[src/rtl/dmaflag_pkg.sv]
package dmaflag_pkg;
  localparam int NUM_STREAMS = 8;
  localparam int FLAGS_PER   = 5;
  localparam int FIELD_W     = 6;
  localparam int HALF_W      = 16;
  localparam int REG_W       = 32;

  typedef enum logic [1:0] {
    SEL_STAT_LO = 2'd0,
    SEL_STAT_HI = 2'd1,
    SEL_CLR_LO  = 2'd2,
    SEL_CLR_HI  = 2'd3
  } reg_sel_e;

  // Bit shift of a stream field inside its word: 0, 6, 16, 22 for k = 0..3.
  function automatic int field_shift(input int k, input int fw, input int hw);
    return (k % 2) * fw + (k / 2) * hw;
  endfunction
endpackage

[src/rtl/dmaflag_cell.sv]
module dmaflag_cell #(
  parameter int NF = 5
) (
  input  logic          clk,
  input  logic          rst,
  input  logic [NF-1:0] set_i,
  input  logic [NF-1:0] clr_i,
  input  logic [NF-1:0] en_i,
  output logic [NF-1:0] flags_o,
  output logic          irq_o
);
  logic [NF-1:0] nxt;

  // Set has priority over a same-cycle clear.
  always_comb nxt = (flags_o & ~clr_i) | set_i;

  always_ff @(posedge clk) begin
    if (rst) begin
      flags_o <= '0;
      irq_o   <= 1'b0;
    end else begin
      flags_o <= nxt;
      irq_o   <= |(nxt & en_i);
    end
  end

  assert_set_sticks_R2: assert property (@(posedge clk) disable iff (rst)
    (set_i != '0) |=> ((flags_o & $past(set_i)) == $past(set_i)));

  assert_clear_effect_R4: assert property (@(posedge clk) disable iff (rst)
    (clr_i != '0) |=> ((flags_o & $past(clr_i) & ~$past(set_i)) == '0));

  assert_set_beats_clear_R5: assert property (@(posedge clk) disable iff (rst)
    ((set_i & clr_i) != '0) |=> ((flags_o & $past(set_i & clr_i)) != '0));

  assert_irq_needs_flag_R7: assert property (@(posedge clk) disable iff (rst)
    irq_o |-> (flags_o != '0));
endmodule

[src/rtl/dmaflag_rdport.sv]
module dmaflag_rdport
  import dmaflag_pkg::*;
#(
  parameter int NS = 8,
  parameter int NF = 5,
  parameter int FW = 6,
  parameter int HW = 16,
  parameter int RW = 32
) (
  input  logic             clk,
  input  logic             rst,
  input  logic [1:0]       addr_i,
  input  logic [NS*NF-1:0] flags_i,
  output logic [RW-1:0]    rdata_o
);
  localparam int PER_REG = NS / 2;

  logic [RW-1:0] word_lo, word_hi, valid_mask;

  always_comb begin
    word_lo    = '0;
    word_hi    = '0;
    valid_mask = '0;
    for (int k = 0; k < PER_REG; k++) begin
      word_lo[field_shift(k, FW, HW) +: NF]    = flags_i[k*NF +: NF];
      word_hi[field_shift(k, FW, HW) +: NF]    = flags_i[(k+PER_REG)*NF +: NF];
      valid_mask[field_shift(k, FW, HW) +: NF] = '1;
    end
  end

  always_ff @(posedge clk) begin
    if (rst) rdata_o <= '0;
    else begin
      case (reg_sel_e'(addr_i))
        SEL_STAT_LO: rdata_o <= word_lo;
        SEL_STAT_HI: rdata_o <= word_hi;
        default:     rdata_o <= '0;
      endcase
    end
  end

  assert_reserved_zero_R8: assert property (@(posedge clk) disable iff (rst)
    (rdata_o & ~valid_mask) == '0);

  assert_clear_reads_zero_R8: assert property (@(posedge clk) disable iff (rst)
    addr_i[1] |=> (rdata_o == '0));
endmodule

[src/rtl/dmaflag_bank.sv]
module dmaflag_bank
  import dmaflag_pkg::*;
#(
  parameter int NUM_S = NUM_STREAMS,
  parameter int NF    = FLAGS_PER,
  parameter int FW    = FIELD_W,
  parameter int HW    = HALF_W,
  parameter int RW    = REG_W
) (
  input  logic                clk,
  input  logic                rst,
  input  logic [NUM_S*NF-1:0] set_pulse,
  input  logic [NUM_S*NF-1:0] irq_en,
  input  logic [1:0]          reg_addr,
  input  logic                reg_wr,
  input  logic [RW-1:0]       reg_wdata,
  output logic [RW-1:0]       reg_rdata,
  output logic [NUM_S-1:0]    irq
);
  localparam int PER_REG = NUM_S / 2;

  logic [NUM_S*NF-1:0] flag_vec;
  logic [NUM_S*NF-1:0] clr_vec;
  logic                clr_lo, clr_hi;

  always_comb begin
    clr_lo = reg_wr && (reg_sel_e'(reg_addr) == SEL_CLR_LO);
    clr_hi = reg_wr && (reg_sel_e'(reg_addr) == SEL_CLR_HI);
  end

  for (genvar s = 0; s < NUM_S; s++) begin : g_stream
    localparam int LOCAL = s % PER_REG;
    localparam int SH    = field_shift(LOCAL, FW, HW);
    localparam bit HIGH  = (s >= PER_REG);

    logic hit;
    always_comb hit = HIGH ? clr_hi : clr_lo;
    assign clr_vec[s*NF +: NF] = hit ? reg_wdata[SH +: NF] : '0;

    dmaflag_cell #(.NF(NF)) u_cell (
      .clk     (clk),
      .rst     (rst),
      .set_i   (set_pulse[s*NF +: NF]),
      .clr_i   (clr_vec[s*NF +: NF]),
      .en_i    (irq_en[s*NF +: NF]),
      .flags_o (flag_vec[s*NF +: NF]),
      .irq_o   (irq[s])
    );
  end

  dmaflag_rdport #(.NS(NUM_S), .NF(NF), .FW(FW), .HW(HW), .RW(RW)) u_rd (
    .clk     (clk),
    .rst     (rst),
    .addr_i  (reg_addr),
    .flags_i (flag_vec),
    .rdata_o (reg_rdata)
  );

  assert_status_write_ignored_R6: assert property (@(posedge clk) disable iff (rst)
    (reg_wr && !reg_addr[1] && set_pulse == '0) |=> $stable(flag_vec));

  assert_idle_holds_R2: assert property (@(posedge clk) disable iff (rst)
    (!reg_wr && set_pulse == '0) |=> $stable(flag_vec));

  assert_reset_clean_R1: assert property (@(posedge clk)
    $past(rst) |-> (flag_vec == '0 && irq == '0 && reg_rdata == '0));
endmodule

[config.mk]
export PLATFORM = sky130hd
export DESIGN_NAME = dmaflag_bank
export DESIGN_NICKNAME = d
export VERILOG_FILES = /design/src/rtl/dmaflag_pkg.sv /design/src/rtl/dmaflag_cell.sv /design/src/rtl/dmaflag_rdport.sv /design/src/rtl/dmaflag_bank.sv
export SDC_FILE = /design/constraint.sdc
export NUM_CORES = 1
export LEC_CHECK = 0
export ABC_AREA = 1
export BUFFER_PORTS_ARGS = -buffer_cell sky130_fd_sc_hd__buf_2
export CAP_MARGIN = 20
export CORE_ASPECT_RATIO = 1.25
export CORE_UTILIZATION = 49
export DETAILED_ROUTE_END_ITERATION = 12
export MAX_ROUTING_LAYER = met4
export PLACE_DENSITY = 0.95
export RECOVER_POWER = 25
export SYNTH_ARGS = -nofsm -noshare
export SYNTH_HDL_FRONTEND = slang
export SYNTH_SLANG_ARGS = --single-unit
[constraint.sdc]
create_clock -name clk -period 2 [get_ports clk]
set_input_delay 0.2 -clock clk [delete_from_list [all_inputs] [get_ports clk]]
set_output_delay 0.2 -clock clk [all_outputs]
set_load 0.03 [all_outputs]
==> results of run 1 <==
-- registers in the layout (all words and copies together) (netlist names) --
signal,cells
g_stream.u_cell.flags_o,40
g_stream.u_cell.irq_o,8
u_rd.rdata_o,20
-- kinds of logic after synthesis --
group,after synthesis,synth area share
AOI/OAI and AO/OA,80,0.131
and+or+nand+nor,194,0.275
DFF,68,0.444
buffers and inverters,97,0.149
other,1,0.00122
-- how the worst max path moves through the flow --
stage / startpoint / endpoint / slack (ns) / cells after the start
detailed placement: reg_addr[0] / g_stream[3].u_cell.irq_o$_SDFF_PP0_ / 0.51 / 9
global placement: reg_addr[0] / g_stream[3].u_cell.irq_o$_SDFF_PP0_ / 0.51 / 9
CTS: reg_addr[0] / g_stream[3].u_cell.irq_o$_SDFF_PP0_ / 0.87 / 9
finish: reg_addr[0] / g_stream[3].u_cell.irq_o$_SDFF_PP0_ / 0.71 / 10
global route: reg_addr[0] / g_stream[3].u_cell.irq_o$_SDFF_PP0_ / 0.54 / 10
floorplan: reg_addr[0] / g_stream[0].u_cell.irq_o$_SDFF_PP0_ / 0.92 / 8
-- worst reg2reg max path: stages (launching register included) --
cell	delay, ns
dfxtp_1	0.32
o21ai_0	0.11
nand2_1	0.10
nand2_1	0.07
nand3_1	0.12
nor2_1	0.11
nor2_1	0.05
-- power by group --
| part | switching, W | internal, W |
|---|---|---|
| sequential | 0.0000366 | 0.00144 |
| combinational | 0.000342 | 0.000193 |
| clock | 0.000530 | 0.000736 |
-- through the flow --
step,util,area (um^2),cells,power (W)
6_report,0.662,3900,647,0.00328
5_1_grt,0.662,3900,647,0.00343
4_1_cts,0.664,3920,647,0.00331
3_5_place_dp,0.626,3690,631,0.00204
3_3_place_gp,0.626,3690,631,0.00202
2_1_floorplan,-,3100,451,0.00187
-- area by class of cell --
class / instances / area (um^2)
Clock buffer: 10 / 138
Multi-Input combinational cell: 286 / 1290
Inverter: 54 / 203
Clock inverter: 6 / 86.3
Tap cell: 82 / 103
Timing Repair Buffer: 141 / 727
Sequential cell: 68 / 1360
Fill cell: 509 / 1990
-- cell usage in the layout (no fill, tap or decap), drive strengths merged --
master | Yosys | routed
inv | 54 | 55
a21oi | 60 | 60
clkinv | 0 | 2
nor2 | 16 | 16
o21ai | 20 | 20
nand2 | 108 | 108
nand3 | 50 | 50
clkinvlp | 0 | 1
bufinv | 0 | 2
clkbuf | 5 | 15
nand4 | 20 | 20
conb | 1 | 12
dfxtp | 68 | 68
buf | 38 | 136
-- layer usage --
metal  wire [um]  track usage  vias up
met3         646       0.0513       20
met1        3140        0.284     1462
met4         174        0.136        0
met5           0            -        -
met2        4190        0.443      171
li1            -            -     1633
==> results.yml, run 1 <==
route:
  drtIter0Drc: 218
  drt-vias-per-instance: 5.08
  wl_mm: 8.15
  drc: 0
  post_drt_wl_per_cell_um: 12.6
  vias: 3286
  first_pass_iters: 4
  antenna_left: 0
yosys:
  synth_common_cells: "108 x nand2_1, 68 x dfxtp_1, 60 x a21oi_1"
  synth_area_mm2: 0.00306
  yosysTopAreaCellShare: 0.444
  ys_ff_latch: 68
  synthMostInstantiatedCell: "nand2_1"
  yosysSeqAreaShare: 0.444
  ys.flop_type: "dfxtp_1"
  synth_cells: 440
  yosys-top-cells-area: "dfxtp_1 44%, nand2_1 13%, a21oi_1 9.8%"
  yosys_warnings: 0
  async_flop_share: 0
  ys_types: 14
  yosys.area.top_type: "dfxtp_1"
  syn_avg_cell_area_um2: 6.96
  synth_edf_count: 0
critical_path:
  r2r_slack_ns: 1.02
  path_max_fanout: 12
  worstSetupPathType: "input pin to flop"
  regToRegStartpoint: "g_stream[6].u_cell.flags_o[1]$_SDFF_PP0_"
  start_kind: "input pin"
  ff2ff_path_depth: 6
  worstPathBufferInverterCount: 3
  r2r-end: "g_stream[6].u_cell.irq_o$_SDFF_PP0_"
  cpMostUsedCell: "nand2_1"
  worstSetupEndpointType: "flop"
  crit_family: "buffers and inverters"
  critical_path_required_ns: 2.23
  cp_slowest_cell: "clkbuf_1"
  cp.arrival_ns: 1.53
  slowest_delay_ns: 0.48
  path_cells: "clkbuf_1 -> inv_1 -> clkbuf_1 -> nand4_1 -> nand2_1 -> nand2_1 -> nand2_1 -> nand3_1 -> nor2_1 -> nor2_1"
global_routing:
  grt_pass1_wl_mm: 12.8
  grt.overflow.total: 0
  antenna_found_initial: 0
  grt_max_degree: 42
  grt_usage: 0.261
  grt_pass1_vias: 3023
floorplanning:
  start_util: 0.520
  die_h_um: 90.4
  die_w_um: 72.7
  num_io_pins: 157
  core-area_mm2: 0.00590
  row_count: 31
  dieArea_mm2: 0.00657
placed_design:
  gp_congestion: 0.826
  port_buffers: 132
  pre_cts_ws_ns: 0.507
  dp_hpwl_mm: 6.03
finish:
  antenna_cells: 0
  drive_above_1_share: 0.269
  layout.nets: 677
  layout-area-overhead-vs-synth_pct: 27.5
pwr:
  p_per_area_mw_per_mm2: 840
  p_leak_nw: 2.09
  ir_worst_vdd_mv: 0.460
timing:
  clock_skew_ns: 0.00783
  timing.final.ws_setup_ns: 0.706
  holdWs_ns: 0.115
  worstMarginPinSlew_ns: 0.906
  rsz0062_at_grt: "no"
  fin_crit_ns: 1.29
  drv_slew: 0
  setup_viol: 0
  fmax_mhz: 773
  finalSetupTns_ns: 0
  hold_violations: 0
  max_slew_margin: 0.396
  min_period_over_period: 0.647
clock_network:
  cts_setup_buffers: 0
  cts_tree: "yes"
  cts_resized: 0
  clkTransAtPathRegs_ns: 0.07
  root_buffer: "clkbuf_8"
  cts_buffers: 9
  hold_buffers: 0
  htree_levels: 3
  insertion_delay_ns: 0.34
  cts.sinks: 68
  clockBufferDepth: 2
hold_path:
  min-delay-start: "set_pulse[33]"
  min_to: "g_stream[6].u_cell.flags_o[3]$_SDFF_PP0_"
  holdPathStages: 3
  hold_path.class: "input pin to flop"
outcome:
  status: "finished, final reports clean"
run:
  maxCapViolCount: 0
(Power assumes the default switching activity.)
==> run 2: changes to the inputs <==
CORE_UTILIZATION = 45   (was 49)
PLACE_DENSITY = 0.9   (was 0.95)
clock period = 1.3 ns   (was 2 ns; I/O delays follow)
==> results.yml, run 2 (synthesis gave the netlist of run 1 again) <==
finish:
  largest_reg_flops: 40
  drive_above_1_share: 0.282
  mostFrequentLayoutCells: "131 x buf_2, 108 x nand2_1, 68 x dfxtp_1"
  layout-area-overhead-vs-synth_pct: 30.9
  largest-register: "g_stream.u_cell.flags_o"
  final_common_cell: "buf_2"
  reg.largest.list: "g_stream.u_cell.flags_o: 40 flops, u_rd.rdata_o: 20 flops, g_stream.u_cell.irq_o: 8 flops"
  layout.nets: 682
  antenna_cells: 0
clock_network:
  cts_buffers: 9
  clkTransAtPathRegs_ns: 0.08
  hold_buffers: 0
  insertion_delay_ns: 0.34
  htree_levels: 3
  cts.sinks: 68
  cts_resized: 0
  cts_tree: "yes"
  cts_setup_buffers: 0
  root_buffer: "clkbuf_8"
  clockBufferDepth: 2
placed_design:
  gp_congestion: 0.847
  pre_cts_ws_ns: -0.0225
  dp_hpwl_mm: 6.13
  port_buffers: 132
route:
  drc: 0
  drt-vias-per-instance: 4.99
  drtIter0Drc: 127
  post_drt_wl_per_cell_um: 12.6
  wl_mm: 8.29
  first_pass_iters: 5
  vias: 3278
  antenna_left: 0
floorplanning:
  core-area_mm2: 0.00657
  num_io_pins: 157
  die_h_um: 94.2
  die_w_um: 75.8
  row_count: 33
  dieArea_mm2: 0.00714
  start_util: 0.467
critical_path:
  critical_path_required_ns: 1.54
  cp.arrival_ns: 1.32
  path_max_fanout: 3
  worstSetupEndpointType: "flop"
  worstSetupPathType: "input pin to flop"
  start_kind: "input pin"
timing:
  min_period_over_period: 0.827
  hold_violations: 0
  fmax_mhz: 931
  fin_crit_ns: 1.07
  clock_skew_ns: 0.00787
  rsz0062_at_grt: "no"
  setup_viol: 0
  timing.final.ws_setup_ns: 0.225
  drv_slew: 0
global_routing:
  grt.overflow.total: 0
  top_usage_layer: "met2"
  met3_usage: 0.0472
  grt_pass1_wl_mm: 12.9
  grt_usage: 0.248
  global_route.usage.met1: 0.288
  grt_pass1_vias: 2962
  antenna_found_initial: 0
  use_met2: 0.395
  grt_max_degree: 33
pwr:
  p_leak_nw: 2.15
  p_per_area_mw_per_mm2: 1320
  total_power_w: 0.00527
  ir_worst_vdd_mv: 0.798
run:
  maxCapViolCount: 0
hold_path:
  hold_path.class: "input pin to flop"
outcome:
  status: "finished, final reports clean"
-- run 2: cell type report --
cell class	instances	area [um^2]
fill	574	2560
sequential	68	1360
multi-input combinational	286	1290
timing repair buffer	146	802
inverter	54	203
clock buffer	9	124
clock inverter	7	124
tap	87	109
-- run 2: per-stage QoR --
step | instance area, um^2 | std cells | utilization | hold slack, ns | TNS (ns)
2_1_floorplan | 3100 | 451 | - | 0.284 | 0
3_3_place_gp | 3760 | 641 | 0.573 | 0.393 | 0
3_5_place_dp | 3760 | 641 | 0.573 | 0.394 | -0.0344
4_1_cts | 4010 | 657 | 0.611 | 0.0279 | 0
5_1_grt | 4010 | 657 | 0.611 | 0.0268 | 0
6_report | 4010 | 657 | 0.611 | 0.0345 | 0
-- run 2: critical path, stage by stage --
cell	delay, ns
clkbuf_1	0.12
nand3_1	0.12
buf_4	0.16
o21ai_0	0.22
nand2_1	0.11
nand2_1	0.10
nand3_1	0.16
nor2_1	0.14
nor2_1	0.05
-- run 2: path summary, 6_finish.rpt --
| path | to | from | slack [ns] | depth (start not counted) |
|---|---|---|---|---|
| min | g_stream[4].u_cell.flags_o[3]$_SDFF_PP0_ | set_pulse[23] | 0.03 | 3 |
| max | g_stream[6].u_cell.irq_o$_SDFF_PP0_ | reg_addr[0] | 0.23 | 9 |
| max reg2reg | g_stream[6].u_cell.irq_o$_SDFF_PP0_ | g_stream[6].u_cell.flags_o[1]$_SDFF_PP0_ | 0.23 | 6 |
| min reg2reg | u_rd.rdata_o[26]$_SDFF_PP0_ | g_stream[3].u_cell.flags_o[4]$_SDFF_PP0_ | 0.47 | 2 |
-- run 2: per-layer routing --
layer,vias up,wire length [um],share of wire
met5,-,0,0
met4,0,278,0.034
met3,21,533,0.064
met2,156,4090,0.49
met1,1461,3380,0.41
li1,1640,-,-
-- run 2: where the power goes --
| group | total, W | switching, W | internal (W) |
|---|---|---|---|
| combinational | 0.000849 | 0.000531 | 0.000318 |
| sequential | 0.00227 | 0.0000547 | 0.00222 |
| clock | 0.00215 | 0.000866 | 0.00129 |
==> run 3: changes to the inputs <==
ABC_AREA = 0   (was 1)
CORE_UTILIZATION = 41   (was 45)
PLACE_DENSITY = 0.88   (was 0.9)
clock period = 0.9 ns   (was 1.3 ns; I/O delays follow)
==> results.yml, run 3 <==
floorplanning:
  die_w_um: 78.1
  num_io_pins: 157
  row_count: 34
  dieArea_mm2: 0.00759
  start_util: 0.425
  die_h_um: 97.1
  core-area_mm2: 0.00698
finish:
  instances_no_fill: 622
  largest_reg_flops: 40
  seq_area_mm2: 0.00142
  largest-register: "g_stream.u_cell.flags_o"
  mostFrequentLayoutCells: "104 x buf_2, 59 x nor2_1, 46 x dfxtp_2"
  final_common_cell: "buf_2"
  multi_input_area_mm2: 0.00148
  layout.nets: 644
  finish.utilization: 0.674
  fillCellCount: 514
  layout-area-overhead-vs-synth_pct: 58.4
  reg.largest.list: "g_stream.u_cell.flags_o: 40 flops, u_rd.rdata_o: 20 flops, g_stream.u_cell.irq_o: 8 flops"
  antenna_cells: 0
  drive_above_1_share: 0.489
  stdcell_area_mm2: 0.00470
pwr:
  p_leak_nw: 2.19
  ir_worst_vdd_mv: 0.976
  p_per_area_mw_per_mm2: 1640
timing:
  clock_skew_ns: 0.0136
  fin_crit_ns: 1.03
  fmax_mhz: 968
  finalSetupTns_ns: -0.429
  holdWs_ns: 0.00873
  rsz0062_at_grt: "yes"
  setup_viol: 8
  hold_violations: 0
  min_period_over_period: 1.15
  timing.final.ws_setup_ns: -0.133
  drv_slew: 0
yosys:
  yosys-top-cells-area: "dfxtp_1 46%, nor2_1 7.5%, mux2i_1 6.7%"
  ys_types: 33
  synth_edf_count: 0
  yosys_warnings: 0
  ys.flop_type: "dfxtp_1"
  yosysSeqAreaShare: 0.459
  syn_avg_cell_area_um2: 8.63
  yosys.area.top_type: "dfxtp_1"
  synth_area_mm2: 0.00297
  synthMostInstantiatedCell: "dfxtp_1"
  async_flop_share: 0
  synth_common_cells: "68 x dfxtp_1, 59 x nor2_1, 26 x o21ai_0"
  synth_cells: 344
  ys_ff_latch: 68
  yosysTopAreaCellShare: 0.459
hold_path:
  min-delay-start: "set_pulse[4]"
  hold_path.class: "input pin to flop"
global_routing:
  grt_pass1_vias: 3276
  grt_pass1_wl_mm: 14.5
  grt_usage: 0.257
  grt_max_degree: 31
  antenna_found_initial: 0
  grt.overflow.total: 0
placed_design:
  placed_cell_area_mm2: 0.00383
  dp_hpwl_mm: 6.38
  gp_congestion: 0.861
  placed_cells: 573
  port_buffers: 132
critical_path:
  worstSetupEndpointType: "flop"
  path_cells: "a21o_1 -> a221oi_2 -> a31oi_1"
  cp_slowest_cell: "dfxtp_2"
  start_kind: "flop"
  slowest_delay_ns: 0.33
  cp.arrival_ns: 1.26
  regToRegStartpoint: "g_stream[7].u_cell.flags_o[2]$_SDFF_PP0_"
  crit_start: "g_stream[7].u_cell.flags_o[2]$_SDFF_PP0_"
  crit_family: "compound AO/OA/AOI/OAI gates"
  worstPathBufferInverterCount: 0
  path_max_fanout: 2
  worstSetupPathType: "flop to flop"
  critical_path_required_ns: 1.12
route:
  drc: 0
  first_pass_iters: 5
  wl_mm: 9.52
  vias: 3270
  drt-vias-per-instance: 5.26
  post_drt_wl_per_cell_um: 15.3
  antenna_left: 0
  drtIter0Drc: 160
clock_network:
  cts_tree: "yes"
  clkTransAtPathRegs_ns: 0.08
  htree_levels: 3
  clockBufferDepth: 2
  cts.sinks: 68
  cts_buffers: 9
  root_buffer: "clkbuf_8"
  insertion_delay_ns: 0.35
outcome:
  status: "finished, violations left"
  violations: "negative setup slack"
run:
  maxCapViolCount: 0
run 3: cell count changes in the layout (fill, tap and decap cells not counted), sizes merged, moves of 20 or more:
cell,delta
nand2,-93
nand3,-49
nor2,+43
a21oi,-40
inv,-40
dlygate4sd3,+29
buf,+20
mux2i,+20
run 3: logic make-up (layout without fill, tap and decap cells):
family / count (synthesis) / count (layout) / share of synthesized area
flops: 68 / 68 / 0.459
other cells: 1 / 12 / 0.00126
compound gates: 103 / 103 / 0.222
simple gates: 101 / 101 / 0.154
mux: 20 / 20 / 0.0675
buf+inv: 51 / 228 / 0.0965
run 3: final timing paths:
kind | end | slack, ns | cells after the start
max | g_stream[7].u_cell.irq_o$_SDFF_PP0_ | -0.13 | 3
min | g_stream[0].u_cell.flags_o[4]$_SDFF_PP0_ | 0.009 | 3
max reg2reg | g_stream[7].u_cell.irq_o$_SDFF_PP0_ | -0.13 | 3
min reg2reg | g_stream[1].u_cell.flags_o[4]$_SDFF_PP0_ | 0.50 | 2
run 3: area by class of cell:
cell class / instances / share of cell area
timing repair buffer: 197 / 0.300
multi-input combinational: 236 / 0.314
clock inverter: 5 / 0.0181
tap: 90 / 0.0240
clock buffer: 11 / 0.0301
sequential: 68 / 0.302
inverter: 15 / 0.0120
run 3: timing repair:
item,4_1_cts,5_1_grt
hold endpoints to repair,30,0
setup buffers,0,4
gates cloned,0,0
hold buffers,29,0
pin swaps,16,11
resized for setup,107,46
endpoints found under the setup margin,36,39
run 3: per-layer routing:
metal / share of wire / routed length, um / GRT usage / vias to the layer above
met5: 0 / 0 / - / -
met4: 0.047 / 450 / 0.164 / 0
met3: 0.064 / 611 / 0.0460 / 41
met2: 0.51 / 4830 / 0.451 / 178
met1: 0.38 / 3630 / 0.259 / 1512
li1: - / - / - / 1539
run 3: power breakdown:
part	leakage (nW)	switching (W)	internal (W)
combinational	1.50	0.000794	0.000778
clock	0.110	0.00117	0.00165
sequential	0.579	0.000112	0.00323
total	2.19	0.00207	0.00566
run 3: metrics by stage:
step / setup slack (ns) / power (W)
after floorplan: -0.0932 / 0.00414
after global placement: -0.344 / 0.00459
after detailed placement: -0.380 / 0.00464
after CTS: -0.134 / 0.00765
after global routing: -0.162 / 0.00805
final: -0.133 / 0.00773
run 3: worst min-delay path: cells and delay by family:
family | cells | cell delay (ns)
buffers and inverters | 1 | 0.09
and+or+nand+nor | 1 | 0.09
AOI/OAI and AO/OA | 1 | 0.05
